--- src/rtl/sertx_pkg.sv ---
package sertx_pkg;

  localparam int CHAR_MAX = 8;
  localparam int CHAR_MIN = 5;

  typedef enum logic [2:0] {
    TX_IDLE,
    TX_START,
    TX_DATA,
    TX_PARITY,
    TX_STOP
  } tx_state_e;

  typedef enum logic [1:0] {
    PAR_ODD,
    PAR_EVEN,
    PAR_MARK,
    PAR_SPACE
  } par_kind_e;

  typedef enum logic [1:0] {
    STOP_ONE,
    STOP_ONE_HALF,
    STOP_TWO
  } stop_len_e;

  typedef struct packed {
    logic [3:0] nbits;
    logic       par_en;
    par_kind_e  par_kind;
    stop_len_e  stop_sel;
  } frame_fmt_t;

endpackage

--- src/rtl/sertx_fmt.sv ---
module sertx_fmt
  import sertx_pkg::*;
(
  input  logic [5:0] fmt_word,
  output frame_fmt_t fmt
);

  always_comb begin
    fmt.nbits  = 4'(CHAR_MIN) + {2'b00, fmt_word[1:0]};
    fmt.par_en = fmt_word[3];
    case (fmt_word[5:4])
      2'b00:   fmt.par_kind = PAR_ODD;
      2'b01:   fmt.par_kind = PAR_EVEN;
      2'b10:   fmt.par_kind = PAR_MARK;
      default: fmt.par_kind = PAR_SPACE;
    endcase
    if (!fmt_word[2]) begin
      fmt.stop_sel = STOP_ONE;
    end else if (fmt_word[1:0] == 2'b00) begin
      fmt.stop_sel = STOP_ONE_HALF;
    end else begin
      fmt.stop_sel = STOP_TWO;
    end
  end

endmodule

--- src/rtl/sertx_baud.sv ---
module sertx_baud #(
  parameter int DIV_W = 16
) (
  input  logic             clk,
  input  logic             rst_n,
  input  logic             run,
  input  logic [DIV_W-1:0] divisor,
  output logic             tick
);

  logic [DIV_W-1:0] div_eff;
  logic [DIV_W-1:0] reload;
  logic [DIV_W-1:0] cnt_q;
  logic [DIV_W-1:0] cnt_d;
  logic             cnt_en;

  always_comb begin
    div_eff = (divisor == '0) ? DIV_W'(1) : divisor;
    reload  = div_eff - DIV_W'(1);
    tick    = run && (cnt_q == '0);
    cnt_en  = 1'b1;
    if (!run) begin
      cnt_d  = reload;
      cnt_en = (cnt_q != reload);
    end else if (cnt_q == '0) begin
      cnt_d = reload;
    end else begin
      cnt_d = cnt_q - DIV_W'(1);
    end
  end

  always_ff @(posedge clk or negedge rst_n) begin
    if (!rst_n) begin
      cnt_q <= '0;
    end else if (cnt_en) begin
      cnt_q <= cnt_d;
    end
  end

endmodule

--- src/rtl/sertx_hold.sv ---
module sertx_hold #(
  parameter int DATA_W = 8
) (
  input  logic              clk,
  input  logic              rst_n,
  input  logic              wr_en,
  input  logic [DATA_W-1:0] wr_data,
  input  logic              take,
  output logic              full,
  output logic [DATA_W-1:0] data
);

  logic              full_q;
  logic              full_d;
  logic [DATA_W-1:0] data_q;

  always_comb begin
    full_d = wr_en | (full_q & ~take);
  end

  always_ff @(posedge clk or negedge rst_n) begin
    if (!rst_n) begin
      full_q <= 1'b0;
    end else begin
      full_q <= full_d;
    end
  end

  always_ff @(posedge clk or negedge rst_n) begin
    if (!rst_n) begin
      data_q <= '0;
    end else if (wr_en) begin
      data_q <= wr_data;
    end
  end

  assign full = full_q;
  assign data = data_q;

endmodule

--- src/rtl/sertx_shift.sv ---
module sertx_shift
  import sertx_pkg::*;
#(
  parameter int OVS = 16
) (
  input  logic                clk,
  input  logic                rst_n,
  input  logic                tick,
  input  logic                start,
  input  logic [CHAR_MAX-1:0] din,
  input  frame_fmt_t          fmt_in,
  output logic                line_o,
  output logic                busy
);

  localparam int TW = $clog2(2 * OVS);

  tx_state_e           state_q, state_d;
  logic [TW-1:0]       ticks_q, ticks_d;
  logic [3:0]          bits_q, bits_d;
  logic [CHAR_MAX-1:0] sh_q, sh_d;
  logic [3:0]          nbits_q, nbits_d;
  logic                pen_q, pen_d;
  stop_len_e           stop_q, stop_d;
  logic                par_q, par_d;
  logic                par_calc;
  logic [TW-1:0]       stop_last;
  logic [TW-1:0]       seg_last;
  logic                upd_en;

  // parity over the live data bits of the incoming byte
  always_comb begin
    logic acc;
    acc = 1'b0;
    for (int i = 0; i < CHAR_MAX; i++) begin
      if (i < int'(fmt_in.nbits)) acc = acc ^ din[i];
    end
    case (fmt_in.par_kind)
      PAR_ODD:  par_calc = ~acc;
      PAR_EVEN: par_calc = acc;
      PAR_MARK: par_calc = 1'b1;
      default:  par_calc = 1'b0;
    endcase
  end

  always_comb begin
    case (stop_q)
      STOP_ONE:      stop_last = TW'(OVS - 1);
      STOP_ONE_HALF: stop_last = TW'(OVS + OVS / 2 - 1);
      default:       stop_last = TW'(2 * OVS - 1);
    endcase
    seg_last = (state_q == TX_STOP) ? stop_last : TW'(OVS - 1);
  end

  always_comb begin
    state_d = state_q;
    ticks_d = ticks_q;
    bits_d  = bits_q;
    sh_d    = sh_q;
    nbits_d = nbits_q;
    pen_d   = pen_q;
    stop_d  = stop_q;
    par_d   = par_q;
    upd_en  = 1'b0;
    if (state_q == TX_IDLE) begin
      if (start) begin
        upd_en  = 1'b1;
        state_d = TX_START;
        ticks_d = '0;
        bits_d  = '0;
        sh_d    = din;
        nbits_d = fmt_in.nbits;
        pen_d   = fmt_in.par_en;
        stop_d  = fmt_in.stop_sel;
        par_d   = par_calc;
      end
    end else if (tick) begin
      upd_en = 1'b1;
      if (ticks_q == seg_last) begin
        ticks_d = '0;
        case (state_q)
          TX_START: state_d = TX_DATA;
          TX_DATA: begin
            if (bits_q == nbits_q - 4'd1) begin
              state_d = pen_q ? TX_PARITY : TX_STOP;
            end else begin
              bits_d = bits_q + 4'd1;
              sh_d   = sh_q >> 1;
            end
          end
          TX_PARITY: state_d = TX_STOP;
          default:   state_d = TX_IDLE;
        endcase
      end else begin
        ticks_d = ticks_q + TW'(1);
      end
    end
  end

  always_ff @(posedge clk or negedge rst_n) begin
    if (!rst_n) begin
      state_q <= TX_IDLE;
      ticks_q <= '0;
      bits_q  <= '0;
      sh_q    <= '0;
      nbits_q <= 4'(CHAR_MIN);
      pen_q   <= 1'b0;
      stop_q  <= STOP_ONE;
      par_q   <= 1'b0;
    end else if (upd_en) begin
      state_q <= state_d;
      ticks_q <= ticks_d;
      bits_q  <= bits_d;
      sh_q    <= sh_d;
      nbits_q <= nbits_d;
      pen_q   <= pen_d;
      stop_q  <= stop_d;
      par_q   <= par_d;
    end
  end

  always_comb begin
    case (state_q)
      TX_START:  line_o = 1'b0;
      TX_DATA:   line_o = sh_q[0];
      TX_PARITY: line_o = par_q;
      default:   line_o = 1'b1;
    endcase
  end

  assign busy = (state_q != TX_IDLE);

endmodule

--- src/rtl/sertx_top.sv ---
module sertx_top
  import sertx_pkg::*;
#(
  parameter int DIV_W      = 16,
  parameter int OVS        = 16,
  parameter int RST_STAGES = 2
) (
  input  logic             clk,
  input  logic             rst_n,
  input  logic             wr_en,
  input  logic [7:0]       wr_data,
  input  logic [6:0]       line_fmt,
  input  logic [DIV_W-1:0] divisor,
  input  logic             cts_n,
  input  logic             flow_en,
  output logic             txd,
  output logic             hold_empty,
  output logic             tx_idle
);

  logic [RST_STAGES-1:0] rs_q;
  logic                  rst_int_n;
  logic                  tx_busy;
  logic                  baud_tick;
  logic                  hold_full;
  logic [CHAR_MAX-1:0]   hold_data;
  logic                  start_go;
  logic                  send_ok;
  logic                  line_bit;
  frame_fmt_t            fmt;

  always_ff @(posedge clk or negedge rst_n) begin
    if (!rst_n) begin
      rs_q <= '0;
    end else begin
      rs_q <= {rs_q[RST_STAGES-2:0], 1'b1};
    end
  end
  assign rst_int_n = rs_q[RST_STAGES-1];

  always_comb begin
    send_ok  = !flow_en || !cts_n;
    start_go = hold_full && !tx_busy && send_ok;
  end

  sertx_fmt u_fmt (
    .fmt_word (line_fmt[5:0]),
    .fmt      (fmt)
  );

  sertx_baud #(.DIV_W(DIV_W)) u_baud (
    .clk     (clk),
    .rst_n   (rst_int_n),
    .run     (tx_busy),
    .divisor (divisor),
    .tick    (baud_tick)
  );

  sertx_hold #(.DATA_W(CHAR_MAX)) u_hold (
    .clk     (clk),
    .rst_n   (rst_int_n),
    .wr_en   (wr_en),
    .wr_data (wr_data),
    .take    (start_go),
    .full    (hold_full),
    .data    (hold_data)
  );

  sertx_shift #(.OVS(OVS)) u_shift (
    .clk    (clk),
    .rst_n  (rst_int_n),
    .tick   (baud_tick),
    .start  (start_go),
    .din    (hold_data),
    .fmt_in (fmt),
    .line_o (line_bit),
    .busy   (tx_busy)
  );

  assign txd        = line_bit & ~line_fmt[6];
  assign hold_empty = ~hold_full;
  assign tx_idle    = ~hold_full & ~tx_busy;

endmodule

--- config.mk ---
export PLATFORM = sky130hd
export DESIGN_NAME = sertx_top
export DESIGN_NICKNAME = d
export VERILOG_FILES = /design/src/rtl/sertx_pkg.sv /design/src/rtl/sertx_fmt.sv /design/src/rtl/sertx_baud.sv /design/src/rtl/sertx_hold.sv /design/src/rtl/sertx_shift.sv /design/src/rtl/sertx_top.sv
export SDC_FILE = /design/constraint.sdc
export NUM_CORES = 1
export LEC_CHECK = 0
export BUFFER_PORTS_ARGS = -buffer_cell sky130_fd_sc_hd__buf_4
export CORE_MARGIN = 3
export CORE_UTILIZATION = 40
export DETAILED_ROUTE_END_ITERATION = 16
export GPL_TIMING_DRIVEN = 0
export HOLD_SLACK_MARGIN = 0.02
export PLACE_DENSITY = 0.58
export SLEW_MARGIN = 20
export SYNTH_ARGS = -nofsm -noshare
export SYNTH_HDL_FRONTEND = slang
export SYNTH_HIERARCHICAL = 1
export SYNTH_SLANG_ARGS = --single-unit
--- constraint.sdc ---
create_clock -name clk -period 2.09 [get_ports clk]
set_input_delay 0.1045 -clock clk [delete_from_list [all_inputs] [get_ports clk]]
set_output_delay 0.1045 -clock clk [all_outputs]
set_load 0.01 [all_outputs]
# After elaboration in Yosys (flattened, before gate mapping)
# Cells that the tools add are included.
# Widths: inputs -> output; s select.
# word_totals
regBits,55
inputBits,36
elab_cells,124
output_inout_bits,3
# op_classes
eq_ne,15
order_cmp,8
n_bitwise,16
n_mux,45
addsub,6
n_reduce_logical,22
# ops
op,count
$mux 16,3
$mux 8,6
$logic_not 16->1,2
$sub 16x1->16 const B,2
$mux 5,5
$mux 4,6
$mux 3,6
$lt 3x4->1 const A,4
$ne 16x16->1,1
$mux 1,12
$pmux 5 s2,1
$pmux 3 s3,1
$logic_not 2->1,4
$lt 1x4->1 const A,2
$lt 2x4->1 const A,2
$xor 1x1->1,7
$eq 2x1->1 const B,3
$eq 3x2->1 const B,2
$pmux 1 s3,2
$pmux 2 s3,1
$reduce_and 3->1,2
$reduce_and 6->1,1
$reduce_bool 2->1,3
$add 5x1->5 const B,1
other kinds (21),33

# Logic depth before layout (Yosys ltp)
# Gate-level depths: netlist of the first run.
# depth
ltp_word,19
ltp_mapped,11
ltp_nobuf,10

# Modules after synthesis
# Netlist of the first run, hierarchy kept.
# by_module_without_submodules
mod,area_per_inst_um2,cells_each,instances,seq_area_each_um2
sertx_shift,1671.6,181,1,703.2
sertx_baud,1198.6,138,1,400.4
sertx_hold,369.1,20,1,225.2
sertx_fmt,80.1,11,1,0.0
sertx_top,80.1,7,1,50.0

# Least setup slack after synthesis of the first run
# Ideal clock, no wire load.
# synth_timing
path_type,reg2reg
start,register u_baud.cnt_q[2]
end,register u_shift.sh_q[2]
path_buffers,2
synth_period_minus_slack_ns,2.773
stages_incl_launch_ff,10
path_slack_ns,-0.683
required_time_ns,1.971
arrival_ns,2.654
cell_sequence,dfrtp_1 -> nor4_2 -> nand4_1 -> nor2_1 -> nand4_1 -> or4_1 -> buf_2 -> buf_6 -> o32a_1 -> o21a_1
# synth_via
elab_chain_cells,5
# synth_rtl
element,line_no,source
"start, declared",sertx_baud.sv:13,logic [DIV_W-1:0] cnt_q;
"start signal, assigned",sertx_baud.sv:36,cnt_q <= cnt_d;
$logic_not 16->1 (*),sertx_baud.sv:20,tick = run && (cnt_q == '0);
$logic_and 1x1->1 (*),sertx_baud.sv:20,
named net baud_tick,sertx_top.sv:24,logic baud_tick;
$mux 1,sertx_shift.sv:77,end else if (tick) begin
$mux 1,sertx_shift.sv:65,if (state_q == TX_IDLE) begin
$reduce_and 6->1 (no source line) (*),--,
"end signal, assigned",sertx_shift.sv:105,sh_q <= '0;
"end signal, assigned",sertx_shift.sv:114,sh_q <= sh_d;
"end, declared",sertx_shift.sv:21,"logic [CHAR_MAX-1:0] sh_q, sh_d;"
# The timed path passes the listed nets; every way through them passes the cells marked *.
# A chain may end at the register's enable or synchronous reset.

# Worst setup path in the final report of the first run
# Same ends and word-level chain as after synthesis.

==> results of run 1 <==
## placed cells by master, fill, tap and decap left out, drive strengths merged, types with 3 or more instances in the layout
master,synthesis,final
dlygate4sd3,0,6
o21ai,14,14
nor4,6,6
clkbuf,7,10
o21a,8,8
nor3b,3,3
nand2,37,37
dfrtp,53,53
xor2,11,11
nor3,14,14
a21oi,12,12
mux2,10,10
or4,6,6
nand3,15,15
o31ai,5,5
nand4b,3,3
inv,15,15
xnor2,26,26
nor2b,3,3
ha,9,9
mux2i,11,11
a21o,3,3
o32a,7,7
nand4,6,6
or3,5,5
nor2,33,33
buf,11,94
and3,3,3
## logic make-up (layout without fill, tap and decap cells)
family,after synthesis,after routing,synth area share
mux,21,21,0.0755
buf+inv,33,128,0.0478
fa+ha+maj,9,9,0.0331
other cells,1,1,0.00110
simple gates,142,142,0.220
compound gates,59,59,0.122
xor+xnor,37,37,0.0953
flops,55,55,0.406
## power groups by stage
stage / clock network (W) / logic, W / registers [W]
after CTS: 0.000617 / 0.00216 / 0.00190
after global placement: 0 / 0.00182 / 0.00189
after floorplan: 0 / 0.00146 / 0.00180
after global routing: 0.000663 / 0.00290 / 0.00197
after detailed placement: 0 / 0.00186 / 0.00190
final: 0.000587 / 0.00263 / 0.00191
## area by class of cell
class | count | area [sq um] | share of cell area
Timing Repair Buffer | 89 | 769 | 0.166
Sequential cell | 55 | 1390 | 0.298
Multi-Input combinational cell | 269 | 2080 | 0.448
Tap cell | 102 | 128 | 0.0274
Clock inverter | 3 | 20.0 | 0.00431
Buffer | 16 | 135 | 0.0291
Clock buffer | 5 | 68.8 | 0.0148
Inverter | 15 | 58.8 | 0.0126
## worst register-to-register path: cells and delay by family, from the launching register on
kind	cells	cell delay [ns]
buffers and inverters	1	0.18
flip-flops	1	0.45
AO/OA/AOI/OAI	2	0.44
AND/OR/NAND/NOR	5	1.37
## registers in the layout, summed over array words and instances (netlist names)
| register | count |
|---|---|
| rs_q | 2 |
| u_baud/cnt_q | 16 |
| u_hold/data | 8 |
| u_hold/full | 1 |
| u_shift/bits_q | 4 |
| u_shift/nbits_q | 4 |
| u_shift/par_q | 1 |
| u_shift/pen_q | 1 |
| u_shift/sh_q | 8 |
| u_shift/state_q | 3 |
| u_shift/stop_q | 2 |
| u_shift/ticks_q | 5 |
## worst max-delay path by stage
| stage | from | to | slack, ns | depth (start not counted) |
|---|---|---|---|---|
| after floorplan | u_baud/cnt_q[3] | u_shift/sh_q[2] | -0.47 | 9 |
| after global placement | u_baud/cnt_q[3] | u_shift/sh_q[6] | -0.80 | 9 |
| after detailed placement | u_baud/cnt_q[3] | u_shift/sh_q[6] | -0.76 | 9 |
| after CTS | u_baud/cnt_q[3] | u_shift/sh_q[6] | -0.49 | 8 |
| after global routing | u_baud/cnt_q[1] | u_shift/bits_q[3] | -0.58 | 10 |
| final | u_baud/cnt_q[2] | u_shift/sh_q[2] | -0.44 | 8 |
## metrics by stage
stage	util	total power [W]	instances	hold WS, ns
final	0.584	0.00513	554	0.0293
after detailed placement	0.480	0.00376	493	-0.113
after CTS	0.543	0.00468	533	0.0204
after global placement	0.480	0.00371	493	-0.113
after floorplan	-	0.00325	357	-0.191
after global routing	0.584	0.00554	554	0.0250
## timing repair
item                       CTS  global route
cloned                       1             2
hold endpoints to repair     7             0
hold buffers                 6             0
setup buffers               27            19
resized for setup           39            48
setup endpoints to repair   39            36
pin swaps                   21            22
## routing by layer
| metal | GRT usage | part of all wire | routed length, um |
|---|---|---|---|
| met2 | 0.269 | 0.49 | 4080 |
| met5 | 0 | 0 | 0 |
| met4 | 0.0294 | 0.0084 | 70 |
| met1 | 0.249 | 0.48 | 3980 |
| met3 | 0.0250 | 0.028 | 230 |
==> impl_results.md, run 1 <==
- Post-synth cell types: 56
- Total track usage: 0.170
- Fillers: 706
- Placer congestion estimate: 0.789
- CP max-delay cell: or4_4
- Leak: 1.98 nW
- Worst setup EP type: flop
- Total wire length: 8360 um
- FF+latch count, synth: 55
- Worst slew pin tran: 0.710 ns
- H-tree levels: 2
- Layout cells sized above 1: 0.378
- Setup WS post-layout: -0.444 ns
- Die Ht: 98.2 um
- Startpoint Class: flop
- CTS tree: done
- Buffers and inverters on the worst path: 1
- Crit path DAT: 2.74 ns
- Fin Setup TNS: -5.65 ns
- Post-route DRC: 0
- DR iter-0 viols: 91
- Core Rows: 32
- Clk_lat worst skew: 0.30 ns
- Sequential fraction of the synthesis area: 0.406
- Final worst-path cycle share: 1.21
- Placed instance area: 0.00382 sq mm
- Final #Nets: 496
- Top cells by count, synth: 53 x dfrtp_1, 37 x nand2_1, 32 x nor2_1
- Vias/cell: 5.22
- Slew HR: 0.527
- Ant. Diodes: 0
- RSZ-0062 raised after global routing: true
- Syn Std Cell Area: 0.00340 sq mm
- Synthesized area per cell: 9.52 sq um
- Clk network pwr share: 0.114
- R2R Setup Slk: -0.44 ns
- CP delay by family, top: simple AND/OR/NAND/NOR gates
- Place WS: -0.758 ns
- Violated checks: setup timing
- Critical path type: reg -> reg
- YS warnings: 6
- Syn_nets: 402
- Final hold viol count: 0
- Max-Cap Viols: 0
- Synth Flop Type: dfrtp_1
- WL/cell: 15.1 um
- Final setup fails: 22
- Worst Hold End: u_hold/data[0]
- Ports: 39
- Clock Pin Slew Worst Setup and Hold Paths: 0.10 ns
- Hold Path Depth: 2
- Slew Limit Fails: 0
- Post-DP HPWL: 5510 um
- CP Cell Sequence: nor4_4 > nand4_1 > nor2_2 > nand4_1 > or4_4 > buf_6 > o32a_1 > o21a_1
- Detailed-route via count: 2890
- Initial Util: 0.427
- Critical path's most frequent cell: nand4_1
- Switching share of power: 0.395
- Sequential power share: 0.373
- Layout overhead on the synthesized area: 36.8%
- Number of flops mapped to enable cells by yosys: 0
- Max VDD drop: 0.000536 V
- Worst Hold Class: in -> reg
- Synth top area share: 0.390
- Synth Instances: 357
- Ys async rst share: 1.00
- Largest net degree at the start of global routing: 54
- Synth top area cells: dfrtp_1 39%, xnor2_1 6.7%, nand2_1 4.1%
- CP max FO: 8
- Antenna viol nets, final: 0
- Port Buffer Count: 34
- CP peak stage delay: 0.57 ns
- Req. time, crit path: 2.29 ns
- FF-to-FF path depth: 8
- First-pass iteration count of the detailed router: 4
- Reg2reg start: u_baud/cnt_q[2]
- Status: finished with violations
- Power Density: 1100 mW/mm^2
- Die Area: 0.00964 sq mm
- Area leader, netlist: dfrtp_1
- Max Clock Skew: 0.00556 ns
- Switching pwr: 0.00203 W
- Comb pwr share: 0.513
- Placeable core area: 0.00797 sq mm
- Vias in the first global route: 2771
- Longest Clk Path Bufs: 2
- Final Instance Area: 0.00465 sq mm
- Final worst path period need: 2.53 ns
- Sink Count: 55
- P_int: 0.00310 W
- Critical R2R Capture: u_shift/sh_q[2]
- First-pass GRT wire length: 13600 um
- CTS buffer count: 5
- Most common cell in the netlist: dfrtp_1
- Antenna violations before repair: 0
- Hold_sp: wr_data[0]
- Die span in x: 98.2 um
- Root Driver: clkbuf_8
- Max Fclk: 395 MHz
- Global route overflow: 0
Power figures use the tool's default switching activity.
==> run 2, diff against run 1 <==
--- a/config.mk
+++ b/config.mk
@@ -11,8 +11,8 @@
 export DETAILED_ROUTE_END_ITERATION = 16
 export GPL_TIMING_DRIVEN = 0
 export HOLD_SLACK_MARGIN = 0.02
-export PLACE_DENSITY = 0.58
-export SLEW_MARGIN = 20
+export PLACE_DENSITY = 0.6
+export SKIP_LAST_GASP = 1
 export SYNTH_ARGS = -nofsm -noshare
 export SYNTH_HDL_FRONTEND = slang
 export SYNTH_HIERARCHICAL = 1
==> constraint.sdc (replaced) <==
create_clock -name clk -period 2.3 [get_ports clk]
set_input_delay 0.115 -clock clk [delete_from_list [all_inputs] [get_ports clk]]
set_output_delay 0.115 -clock clk [all_outputs]
set_load 0.01 [all_outputs]
==> impl_results.md, run 2 (synthesis results as in run 1) <==
- Most flop-heavy register: u_baud/cnt_q
- Status: finished with violations
- Vias in the first global route: 2909
- Critical R2R Capture: u_shift/sh_q[6]
- First-pass GRT wire length: 13200 um
- Final worst-path cycle share: 1.13
- CP delay by family, top: simple AND/OR/NAND/NOR gates
- Final hold viol count: 0
- Placed instance area: 0.00383 sq mm
- H-tree levels: 2
- Post-DP HPWL: 5500 um
- Initial Util: 0.427
- Layout overhead on the synthesized area: 30.2%
- Setup WS post-layout: -0.302 ns
- Critical path's most frequent cell: nand4_1
- Clk_lat worst skew: 0.31 ns
- Vias/cell: 5.35
- Total track usage: 0.165
- Worst slew pin tran: 0.576 ns
- CTS tree: done
- Ant. Diodes: 0
- Die Ht: 98.2 um
- Die span in x: 98.2 um
- Global route overflow: 0
- Buffers and inverters on the worst path: 1
- Most frequent cells in the layout: 62 x buf_4, 50 x dfrtp_1, 35 x nand2_1
- CP startpoint: u_baud/cnt_q[7]
- CP max-delay cell: or4_4
- DR iter-0 viols: 84
- Hold Path Depth: 2
- CTS buffer count: 5
- Final #Nets: 479
- Die Area: 0.00964 sq mm
- Detailed-route via count: 2872
- Startpoint Class: flop
- Core Rows: 32
- Max Fclk: 384 MHz
- Max reg flops: 16
- Max VDD drop: 0.000519 V
- Worst Hold Class: in -> reg
- FF-to-FF path depth: 8
- Layout cells sized above 1: 0.313
- CP peak stage delay: 0.58 ns
- Ports: 39
- Reg2reg start: u_baud/cnt_q[7]
- Sink Count: 55
- Violated checks: setup timing
- CP Cell Sequence: nor4_4 > nand4_1 > nor2_2 > nand4_1 > or4_4 > buf_6 > o32a_1 > o21a_1
- Leak: 1.90 nW
- Critical path type: reg -> reg
- Post-route DRC: 0
- Worst setup EP type: flop
- Final setup fails: 14
- Slew HR: 0.613
- Longest Clk Path Bufs: 2
- Max Clock Skew: 0.0119 ns
- Final Instance Area: 0.00443 sq mm
- First-pass iteration count of the detailed router: 4
- Place WS: -0.646 ns
- Clock Pin Slew Worst Setup and Hold Paths: 0.10 ns
- Placeable core area: 0.00797 sq mm
- R2R Setup Slk: -0.30 ns
- Largest net degree at the start of global routing: 35
- Fin Hold WS: 0.0368 ns
- Power Density: 1060 mW/mm^2
- Critical path depth in cells: 8
- Worst setup endpoint: u_shift/sh_q[6]
- Max-Cap Viols: 0
- Final Util: 0.555
- Antenna viol nets, final: 0
- WL/cell: 15.0 um
- Fin Setup TNS: -3.19 ns
- Crit path DAT: 2.80 ns
- Req. time, crit path: 2.50 ns
- Antenna violations before repair: 0
- Root Driver: clkbuf_8
- RSZ-0062 raised after global routing: true
- Most common cell after layout, fill and taps aside: buf_4
- Total wire length: 8040 um
- Slew Limit Fails: 0
- Final worst path period need: 2.60 ns
- CP max FO: 7
- Port Buffer Count: 34
- Placer congestion estimate: 0.793
==> run 2: cell count changes in the layout (fill, tap and decap cells not counted), sizes merged <==
cell	delta
clkinvlp	-2
bufinv	+1
clkbuf	+3
buf	-18
nand2	+1
dlygate4sd3	-2
==> run 2: repair_timing <==
item,4_1_cts,5_1_grt
resized for setup,23,22
endpoints found under the hold margin,3,2
setup endpoints to repair,27,39
setup buffers,20,11
hold buffers,2,2
pin swaps,14,21
gates cloned,0,3
==> run 2: routing by layer <==
metal | track usage | up-vias | wire length [um]
met5 | 0 | - | 0
met4 | 0.0431 | 0 | 95
met3 | 0.0271 | 8 | 234
met2 | 0.268 | 51 | 3850
met1 | 0.229 | 1400 | 3860
li1 | - | 1413 | -
==> run 2: power breakdown <==
group / switching (W) / leakage, nW / internal (W)
combinational: 0.00112 / 1.18 / 0.00117
sequential: 0.000357 / 0.661 / 0.00135
clock: 0.000323 / 0.0612 / 0.000353
==> run 2: area by class of cell <==
type                            instances  area [sq um]
Buffer                                 16           125
Clock buffer                            6          82.6
Clock inverter                          2          35.0
Fill cell                             699          3540
Inverter                               15          56.3
Multi-Input combinational cell        270          2010
Sequential cell                        55          1380
Tap cell                              102           128
Timing Repair Buffer                   71           609
==> run 2: per-stage QoR <==
stage | std cells | power (W)
finish | 537 | 0.00468
detailed placement | 494 | 0.00341
floorplan | 357 | 0.00296
CTS | 522 | 0.00427
global route | 537 | 0.00503
global placement | 493 | 0.00336
==> run 2: worst min-delay path by stage <==
stage | start | to
after CTS | wr_data[1] | u_hold/data[1]
after floorplan | rst_n | rs_q[0]
final | wr_data[7] | u_hold/data[7]
after global placement | rst_n | rs_q[0]
after global routing | wr_data[7] | u_hold/data[7]
after detailed placement | rst_n | rs_q[0]
==> run 3, diff against run 2 <==
--- a/config.mk
+++ b/config.mk
@@ -5,13 +5,14 @@
 export SDC_FILE = /design/constraint.sdc
 export NUM_CORES = 1
 export LEC_CHECK = 0
+export ABC_AREA = 1
 export BUFFER_PORTS_ARGS = -buffer_cell sky130_fd_sc_hd__buf_4
 export CORE_MARGIN = 3
 export CORE_UTILIZATION = 40
 export DETAILED_ROUTE_END_ITERATION = 16
 export GPL_TIMING_DRIVEN = 0
 export HOLD_SLACK_MARGIN = 0.02
-export PLACE_DENSITY = 0.6
+export PLACE_DENSITY_LB_ADDON = 0.1
 export SKIP_LAST_GASP = 1
 export SYNTH_ARGS = -nofsm -noshare
 export SYNTH_HDL_FRONTEND = slang
==> impl_results.md, run 3 <==
- Comb pwr share: 0.481
- Sequential fraction of the synthesis area: 0.380
- Status: finished, final reports clean
- Most frequent cells in the layout: 172 x nand2_1, 55 x nor2_1, 52 x dfrtp_1
- Multiplexer share of the synthesized area: 0.00551
- Max-Cap Viols: 0
- Detailed-route via count: 3183
- Number of flops mapped to enable cells by yosys: 0
- Hold_sp: wr_en
- Initial Util: 0.414
- Sink Count: 55
- P_int: 0.00253 W
- Critical R2R Capture: u_shift/sh_q[3]
- FF+latch count, synth: 55
- Total track usage: 0.163
- Clk network pwr share: 0.152
- Placeable core area: 0.00876 sq mm
- Fin Setup TNS: 0 ns
- Power Density: 1040 mW/mm^2
- Top cells by count, synth: 174 x nand2_1, 56 x nor2_1, 53 x dfrtp_1
- Longest Clk Path Bufs: 2
- Port Buffer Count: 34
- Synth top area cells: dfrtp_1 37%, nand2_1 18%, nor2_1 5.8%
- Critical path's most frequent cell: nand2_1
- Max Fclk: 476 MHz
- Crit path DAT: 2.30 ns
- CTS buffer count: 5
- Switching share of power: 0.433
- Synth Area in XOR/XNOR: 0.0700
- Switching pwr: 0.00193 W
- First-pass GRT wire length: 13700 um
- Syn Std Cell Area: 0.00363 sq mm
- Antenna violations before repair: 0
- Slew Limit Fails: 0
- Placer congestion estimate: 0.862
- Vias in the first global route: 3000
- Layout cells sized above 1: 0.176
- FF-to-FF path depth: 14
- Reg2reg start: u_baud/cnt_q[0]
- RSZ-0062 raised after global routing: false
- Total wire length: 7880 um
- Die Area: 0.0103 sq mm
- Final worst-path cycle share: 0.913
- Largest net degree at the start of global routing: 37
- Sequential power share: 0.367
- Die span in x: 101 um
- Placed insts: 651
- Layout Cells excl Fill: 672
- Ant. Diodes: 0
- CP max-delay cell: dfrtp_1
- WL/cell: 11.7 um
- Simple-gate portion of the synthesized area: 0.374
- CTS tree: done
- Post-synthesis compound-gate area fraction: 0.0531
- Fin Hold WS: 0.0413 ns
- Ports: 39
- Core Rows: 34
- Ys async rst share: 1.00
- Max VDD drop: 0.000519 V
- Synth Instances: 508
- Post-DP HPWL: 6180 um
- CP delay by family, top: simple AND/OR/NAND/NOR gates
- Max Clock Skew: 0.00628 ns
- Clk_lat worst skew: 0.31 ns
- DR iter-0 viols: 168
- Syn_nets: 553
- Final #Nets: 608
- Most flop-heavy register: u_baud/cnt_q
- YS warnings: 6
- Worst setup EP type: flop
- Post-route DRC: 0
- Post-synth cell types: 36
- Area leader, netlist: dfrtp_1
- Final Util: 0.491
- Startpoint Class: flop
- Root Driver: clkbuf_8
- R2R Setup Slk: 0.20 ns
- Global route overflow: 0
- Most common cell after layout, fill and taps aside: nand2_1
- Final worst path period need: 2.10 ns
- Max reg flops: 16
- H-tree levels: 2
- Tot Pwr: 0.00446 W
- CP Cell Sequence: inv_1 > ha_1 > nand3_1 > nor2_1 > nand3_2 > nor2_1 > nand2_1 > nand2_2 > inv_2 > nor2_8 > nand2_4 > buf_6 > nand2_1 > nand2_1
- Layout overhead on the synthesized area: 18.4%
- Req. time, crit path: 2.50 ns
- Die Ht: 101 um
- CP max FO: 10
- Synthesized area per cell: 7.15 sq um
- Worst Hold Class: in -> reg
- First-pass iteration count of the detailed router: 4
- Most common cell in the netlist: nand2_1
- Final setup fails: 0
- Combinational family with the most area after synthesis: simple AND/OR/NAND/NOR gates
- Adder-Cell Fraction of Synth Area: 0.0310
- Clock Pin Slew Worst Setup and Hold Paths: 0.10 ns
- CP peak stage delay: 0.38 ns
- Leak: 2.23 nW
- Final hold viol count: 0
- Worst Hold End: u_hold/data[7]
- Critical path type: reg -> reg
- Fillers: 912
- Buffers and inverters on the worst path: 3
- Vias/cell: 4.74
- Hold Path Depth: 3
- Synth Flop Type: dfrtp_1
- Antenna viol nets, final: 0
- Synth top area share: 0.365
## run 3: worst min-delay path, stage by stage
cell	delay, ns
buf_6	0.10
nand2_1	0.05
nand2_1	0.05
## run 3: stage by stage
stage	setup WS (ns)	area, sq um
after floorplan	0.157	3630
after global placement	-0.353	4020
after detailed placement	-0.415	4040
after CTS	0.0519	4290
after global routing	0.00273	4300
final	0.201	4300
## run 3: layer usage
layer  track usage  wire, um  share of wire
met5             0         0              0
met4        0.0307        53         0.0067
met3        0.0248       199          0.025
met2         0.250      3520           0.45
met1         0.246      4100           0.52
## run 3: worst max-delay path by stage
stage | start | end | slack [ns] | cells past startpoint
2_1_floorplan | u_shift/state_q[0] | u_shift/bits_q[0] | 0.16 | 16
3_3_place_gp | u_shift/state_q[0] | u_shift/sh_q[6] | -0.35 | 16
3_5_place_dp | u_shift/state_q[0] | u_shift/sh_q[5] | -0.42 | 16
4_1_cts | u_shift/state_q[1] | u_shift/sh_q[5] | 0.05 | 16
5_1_grt | u_baud/cnt_q[0] | u_shift/bits_q[0] | 0.003 | 14
6_report | u_baud/cnt_q[0] | u_shift/sh_q[3] | 0.20 | 14
## run 3: kinds of logic after synthesis
kind of cell / count (synthesis)
simple gates: 308
fa+ha+maj: 9
flops: 55
other cells: 1
buf+inv: 71
compound gates: 33
mux: 2
xor+xnor: 29
## run 3: area by class of cell
cell class	count	area, sq um	share of cell area
repair buffers	48	398	0.0925
inverters	60	230	0.0535
multi-input cells	382	1950	0.453
clock inverters	2	35.0	0.00815
plain buffers	11	90.1	0.0209
well taps	108	135	0.0314
flip-flops and latches	55	1380	0.321
clock buffers	6	82.6	0.0192
## run 3: power groups by stage
stage	Combinational [W]	Clock, W	Sequential, W
after detailed placement	0.00208	0	0.00166
after global placement	0.00202	0	0.00167
final	0.00215	0.000677	0.00164
after floorplan	0.00160	0	0.00159
after global routing	0.00248	0.000735	0.00169
after CTS	0.00216	0.000697	0.00164
## run 3: repair_timing
| item | CTS | global route |
|---|---|---|
| hold buffers | 10 | 0 |
| gates resized for setup | 4 | 3 |
| setup buffers | 2 | 1 |
| pin swaps | 1 | 2 |
| endpoints found under the setup margin | 27 | 21 |
| hold endpoints to repair | 11 | 0 |
| gates cloned | 0 | 0 |
